--- src/rtl/bshift_pkg.sv ---
package bshift_pkg;

  localparam int DATA_W = 32;
  localparam int AMT_W  = 8;
  localparam int IMM_W  = 8;
  localparam int ROT_W  = 4;

  typedef enum logic [1:0] {
    KIND_LSL = 2'd0,
    KIND_LSR = 2'd1,
    KIND_ASR = 2'd2,
    KIND_ROR = 2'd3
  } shiftKind_e;

  typedef enum logic [2:0] {
    SEL_PASS,
    SEL_LSL,
    SEL_LSR,
    SEL_ASR,
    SEL_ROR,
    SEL_RRX,
    SEL_IMM
  } opSel_e;

  typedef struct packed {
    opSel_e            sel;
    logic [AMT_W-1:0]  amt;
    logic              keepCarry;
  } shiftCtrl_t;

endpackage

--- src/rtl/bshift_ctrl.sv ---
module bshift_ctrl
  import bshift_pkg::*;
#(
  parameter int DW = DATA_W,
  parameter int RW = ROT_W
) (
  input  logic [1:0]       kind,
  input  logic [AMT_W-1:0] amt,
  input  logic             amtFromReg,
  input  logic             immMode,
  output shiftCtrl_t       ctrl
);

  localparam logic [AMT_W-1:0] FULL_AMT = AMT_W'(DW);

  logic amtZero;
  assign amtZero = (amt == '0);

  always_comb begin
    ctrl.sel       = SEL_PASS;
    ctrl.amt       = amt;
    ctrl.keepCarry = 1'b0;
    if (immMode) begin
      ctrl.sel       = SEL_IMM;
      ctrl.amt       = AMT_W'({amt[RW-1:0], 1'b0});
      ctrl.keepCarry = (amt[RW-1:0] == '0);
    end else if (amtZero) begin
      if (amtFromReg) begin
        ctrl.sel       = SEL_PASS;
        ctrl.keepCarry = 1'b1;
      end else begin
        unique case (shiftKind_e'(kind))
          KIND_LSL: begin
            ctrl.sel       = SEL_PASS;
            ctrl.keepCarry = 1'b1;
          end
          KIND_LSR: begin
            ctrl.sel = SEL_LSR;
            ctrl.amt = FULL_AMT;
          end
          KIND_ASR: begin
            ctrl.sel = SEL_ASR;
            ctrl.amt = FULL_AMT;
          end
          default: ctrl.sel = SEL_RRX;
        endcase
      end
    end else begin
      unique case (shiftKind_e'(kind))
        KIND_LSL: ctrl.sel = SEL_LSL;
        KIND_LSR: ctrl.sel = SEL_LSR;
        KIND_ASR: ctrl.sel = SEL_ASR;
        default:  ctrl.sel = SEL_ROR;
      endcase
    end
  end

  // a zero right-shift amount taken from a field reaches the datapath as a full-width shift
  always_comb begin
    if (!immMode && !amtFromReg && amtZero &&
        (kind == KIND_LSR || kind == KIND_ASR))
      a_r3_field_zero_is_full: assert (ctrl.amt == FULL_AMT);
  end

  // a register-sourced amount never selects the one-bit rotate through carry
  always_comb begin
    if (!immMode && amtFromReg)
      a_r9_reg_never_rrx: assert (ctrl.sel != SEL_RRX);
  end

  // the immediate rotation count is always even
  always_comb begin
    if (immMode)
      a_r8_imm_even_rotation: assert (ctrl.amt[0] == 1'b0 && ctrl.sel == SEL_IMM);
  end

endmodule

--- src/rtl/bshift_rotr.sv ---
module bshift_rotr #(
  parameter int W  = 32,
  parameter int SW = $clog2(W)
) (
  input  logic [W-1:0]  din,
  input  logic [SW-1:0] rot,
  output logic [W-1:0]  dout
);

  logic [W-1:0] stage [0:SW];

  assign stage[0] = din;

  for (genvar k = 0; k < SW; k++) begin : g_stage
    localparam int STEP = 1 << k;
    assign stage[k+1] = rot[k] ? {stage[k][STEP-1:0], stage[k][W-1:STEP]} : stage[k];
  end

  assign dout = stage[SW];

endmodule

--- src/rtl/bshift_datapath.sv ---
module bshift_datapath
  import bshift_pkg::*;
#(
  parameter int DW = DATA_W,
  parameter int IW = IMM_W
) (
  input  logic [DW-1:0] value,
  input  logic          carryIn,
  input  shiftCtrl_t    ctrl,
  output logic [DW-1:0] result,
  output logic          carry
);

  localparam int SW = $clog2(DW);

  logic [DW:0]   lslExt;
  logic [DW:0]   lsrExt;
  logic [DW:0]   asrExt;
  logic [DW-1:0] rotIn;
  logic [DW-1:0] rotOut;

  assign lslExt = {1'b0, value} << ctrl.amt;
  assign lsrExt = {value, 1'b0} >> ctrl.amt;
  assign asrExt = $signed({value, 1'b0}) >>> ctrl.amt;
  assign rotIn  = (ctrl.sel == SEL_IMM) ? DW'(value[IW-1:0]) : value;

  bshift_rotr #(.W(DW), .SW(SW)) u_rotr (
    .din  (rotIn),
    .rot  (ctrl.amt[SW-1:0]),
    .dout (rotOut)
  );

  always_comb begin
    result = value;
    carry  = carryIn;
    unique case (ctrl.sel)
      SEL_LSL: begin
        result = lslExt[DW-1:0];
        carry  = lslExt[DW];
      end
      SEL_LSR: begin
        result = lsrExt[DW:1];
        carry  = lsrExt[0];
      end
      SEL_ASR: begin
        result = asrExt[DW:1];
        carry  = asrExt[0];
      end
      SEL_ROR: begin
        result = rotOut;
        carry  = rotOut[DW-1];
      end
      SEL_RRX: begin
        result = {carryIn, value[DW-1:1]};
        carry  = value[0];
      end
      SEL_IMM: begin
        result = rotOut;
        carry  = ctrl.keepCarry ? carryIn : rotOut[DW-1];
      end
      default: begin
        result = value;
        carry  = carryIn;
      end
    endcase
  end

  // a kept-carry pass leaves value and carry intact
  always_comb begin
    if (ctrl.sel == SEL_PASS)
      a_r1_pass_unchanged: assert (result == value && carry == carryIn);
  end

  // left shifts past the width clear both result and carry
  always_comb begin
    if (ctrl.sel == SEL_LSL && ctrl.amt > AMT_W'(DW))
      a_r2_lsl_beyond_width: assert (result == '0 && !carry);
  end

  // a full-width logical right shift clears the value and returns the top bit
  always_comb begin
    if (ctrl.sel == SEL_LSR && ctrl.amt == AMT_W'(DW))
      a_r4_lsr_full_width: assert (result == '0 && carry == value[DW-1]);
  end

  // arithmetic shifts of full width or more give a sign-filled word
  always_comb begin
    if (ctrl.sel == SEL_ASR && ctrl.amt >= AMT_W'(DW))
      a_r5_asr_sign_fill: assert ($countones(result) == (value[DW-1] ? DW : 0)
                                  && carry == value[DW-1]);
  end

  // rotate carry follows the top result bit and preserves the bit count
  always_comb begin
    if (ctrl.sel == SEL_ROR)
      a_r6_ror_carry_top: assert (carry == result[DW-1] &&
                                  $countones(result) == $countones(value));
  end

  // one-bit rotate through carry
  always_comb begin
    if (ctrl.sel == SEL_RRX)
      a_r7_rrx_bits: assert (result[DW-1] == carryIn && carry == value[0]);
  end

  // the expanded immediate holds exactly the ones of the source byte
  always_comb begin
    if (ctrl.sel == SEL_IMM)
      a_r8_imm_bitcount: assert ($countones(result) == $countones(value[IW-1:0]));
  end

endmodule

--- src/rtl/operand_shifter.sv ---
module operand_shifter
  import bshift_pkg::*;
#(
  parameter int DW = DATA_W
) (
  input  logic [DW-1:0]    opValue,
  input  logic [1:0]       shiftKind,
  input  logic [AMT_W-1:0] shiftAmt,
  input  logic             amtFromReg,
  input  logic             immMode,
  input  logic             carryIn,
  output logic [DW-1:0]    shiftResult,
  output logic             carryOut
);

  shiftCtrl_t ctrl;

  bshift_ctrl #(.DW(DW), .RW(ROT_W)) u_ctrl (
    .kind       (shiftKind),
    .amt        (shiftAmt),
    .amtFromReg (amtFromReg),
    .immMode    (immMode),
    .ctrl       (ctrl)
  );

  bshift_datapath #(.DW(DW), .IW(IMM_W)) u_dp (
    .value   (opValue),
    .carryIn (carryIn),
    .ctrl    (ctrl),
    .result  (shiftResult),
    .carry   (carryOut)
  );

endmodule

--- config.mk ---
export PLATFORM = sky130hd
export DESIGN_NAME = operand_shifter
export DESIGN_NICKNAME = d
export VERILOG_FILES = /design/src/rtl/bshift_pkg.sv /design/src/rtl/bshift_ctrl.sv /design/src/rtl/bshift_rotr.sv /design/src/rtl/bshift_datapath.sv /design/src/rtl/operand_shifter.sv
export SDC_FILE = /design/constraint.sdc
export NUM_CORES = 1
export LEC_CHECK = 0
export BUFFER_PORTS_ARGS = -buffer_cell sky130_fd_sc_hd__buf_2
export CAP_MARGIN = 40
export CORE_UTILIZATION = 39
export DETAILED_ROUTE_END_ITERATION = 12
export PLACE_DENSITY_LB_ADDON = 0.12
export SLEW_MARGIN = 30
export SYNTH_ARGS = -nofsm -noshare
export SYNTH_HDL_FRONTEND = slang
export SYNTH_SLANG_ARGS = --single-unit
--- constraint.sdc ---
create_clock -name vclk -period 8.9
set_input_delay 1.335 -clock vclk [all_inputs]
set_output_delay 1.335 -clock vclk [all_outputs]
set_load 0.01 [all_outputs]
==> impl_metrics.py <==
metrics = {
    "critical_path": {
        "worstPathRequired_ns": 7.57,
        "path_class": "input pin to output pin",
        "cp.arrival_ns": 4.98,
        "critPathCaptureType": "output pin",
        "start_kind": "input pin",
        "cp_max_fo": 23,
    },
    "floorplanning": {
        "dieArea_um2": 20500,
        "start_util_pct": 39.9,
        "die_y_um": 143,
        "io-pin-count": 78,
        "die_w_um": 143,
        "coreArea_um2": 19500,
        "num_rows": 51,
    },
    "placed_design": {
        "portBuffers": 78,
        "place.gp.congestion": 1.04,
        "dp_slack_ns": 2.58,
        "dp_hpwl_um": 32500,
    },
    "sta": {
        "rsz0062_at_grt": "no",
        "hold_violations": 0,
        "worst_slew_margin_rel_pct": 42.8,
        "setup_viol": 0,
        "post-route-min-period_ns": 6.31,
        "final.setup.tns_ns": 0,
        "setup_slack_ns": 2.59,
        "tightest_slew_ns": 0.858,
        "post-route-period-util_pct": 70.9,
        "finalMaxSlewViolations": 0,
        "fin_hold_ws_ns": 3.00,
        "fmax_ghz": 0.158,
    },
    "yosys": {
        "synth_cell_types": 82,
        "synth-adder-area-share_pct": 0.483,
        "avgSynthCellArea_um2": 6.76,
        "synth_xor_xnor_area_share_pct": 0,
        "synth-simple-area-share_pct": 20.9,
        "seq_area_frac_synth_pct": 0,
        "syn_nets": 1197,
        "synth_area_um2": 7770,
        "synth_top_family_by_area": "compound AO/OA/AOI/OAI gates",
        "netlist_instances": 1149,
        "synth_area_leaders": "mux4_2 12%, mux2i_1 9.0%, a21oi_1 6.6%, nand2_1 5.7%, o21ai_0 5.3%",
        "muxShareOfSynthArea_pct": 23.7,
        "yosys.area.top_type": "mux4_2",
        "synth_warnings": 0,
        "synth_compound_area_share_pct": 45.8,
        "netlist.area_leader.share_pct": 11.9,
    },
    "job": {
        "drv_cap": 0,
    },
    "global_route": {
        "grt_antenna_before_repair": 1,
        "grt-ovfl-total": 0,
        "grt_max_degree": 70,
        "grt_usage_pct": 46.1,
        "grt_pass1_vias": 9922,
        "grt_pass1_wl_um": 68700,
    },
    "outcome": {
        "outcome": "finished clean",
    },
    "drt": {
        "top_layer": "met4",
        "totalWireLength_um": 47600,
        "vias": 11100,
        "avgRoutedWirePerCell_um": 34.6,
        "met1_length_um": 17800,
        "via_per_inst": 8.06,
        "first_pass_iters": 7,
        "drc": 0,
        "wl_met2_um": 17900,
        "drt_iter0_markers": 1903,
        "antenna_left": 0,
        "route.met3.wl_um": 8340,
    },
    "finish": {
        "fillerInstances": 2082,
        "fin_nets": 1159,
        "num-clock-buffers": 0,
        "multi_input_area_um2": 7160,
        "nFlopsAndLatches": 0,
        "area_growth_pct": 5.88,
        "layout_common_cells": "117 x nand2_1, 103 x a21oi_1, 102 x nor2_1",
        "drive_above_1_share_pct": 19.4,
        "final_util_pct": 42.3,
        "layout_commonest_cell": "nand2_1",
        "seqCellArea_um2": 0,
    },
    "clocking": {
        "cts_resized": 0,
        "postCtsSetupRepairBufs": 0,
        "hold_buffers": 0,
    },
    "min_path": {
        "min_path_type": "input pin to output pin",
    },
}
worst max-delay path, stage by stage:
cell and delay (ns):
buf_2 0.28, nor4_4 0.74, a211o_1 0.41, a21o_1 0.43, nand2_1 0.32, nor2_2 0.47
nand2_1 0.15, o221ai_1 0.47, o32a_1 0.24, buf_2 0.12
logic make-up after synthesis:
family | count (synthesis)
fa+ha+maj | 3
buf+inv | 164
compound gates | 503
mux | 130
simple gates | 349
stage by stage:
step	instances	area, um2
5_1_grt	1374	8220
3_3_place_gp	1364	8110
4_1_cts	1372	8180
3_5_place_dp	1372	8180
2_1_floorplan	1149	7770
6_report	1375	8220
synth_stat cells (5+ instances only):
master and n:
nand2_1 117, a21oi_1 103, nor2_1 102, clkbuf_1 83, o21ai_0 83, mux2i_1 70
buf_2 51, mux4_2 41, nand3_1 39, a221oi_1 38, nor3_1 34, a22oi_1 31
o211ai_1 30, a211oi_1 23, o22ai_1 23, mux2_2 19, a31oi_1 18, buf_1 15
o221ai_1 13, o31ai_1 11, o32a_1 11, a21o_1 10, inv_1 10, a211o_1 8
nand2b_1 7, a2111oi_0 6, a221oi_2 6, o2111ai_1 6, o21a_1 6, o21bai_1 6
or3_1 6, a221o_1 5, a311oi_1 5, a41oi_1 5, and2_1 5, o21ai_1 5
o32ai_1 5
worst paths after layout:
kind        start         endpoint  slack [ns]  depth (start not counted)
max   shiftAmt[0]  shiftResult[27]        2.59                         10
min       carryIn         carryOut        3.00                          3
metal layers:
metal | GRT usage (%) | vias up
met5 | 0 | -
met4 | 25.0 | 0
met3 | 17.1 | 249
met2 | 62.0 | 1163
met1 | 62.5 | 5183
li1 | - | 4484
final cells by class:
type                            instances  share of cell area, %
Multi-Input combinational cell        985                   87.0
Timing Repair Buffer                  114                   8.46
Tap cell                              265                   4.03
Inverter                               10                  0.456
Antenna cell                            1                 0.0304
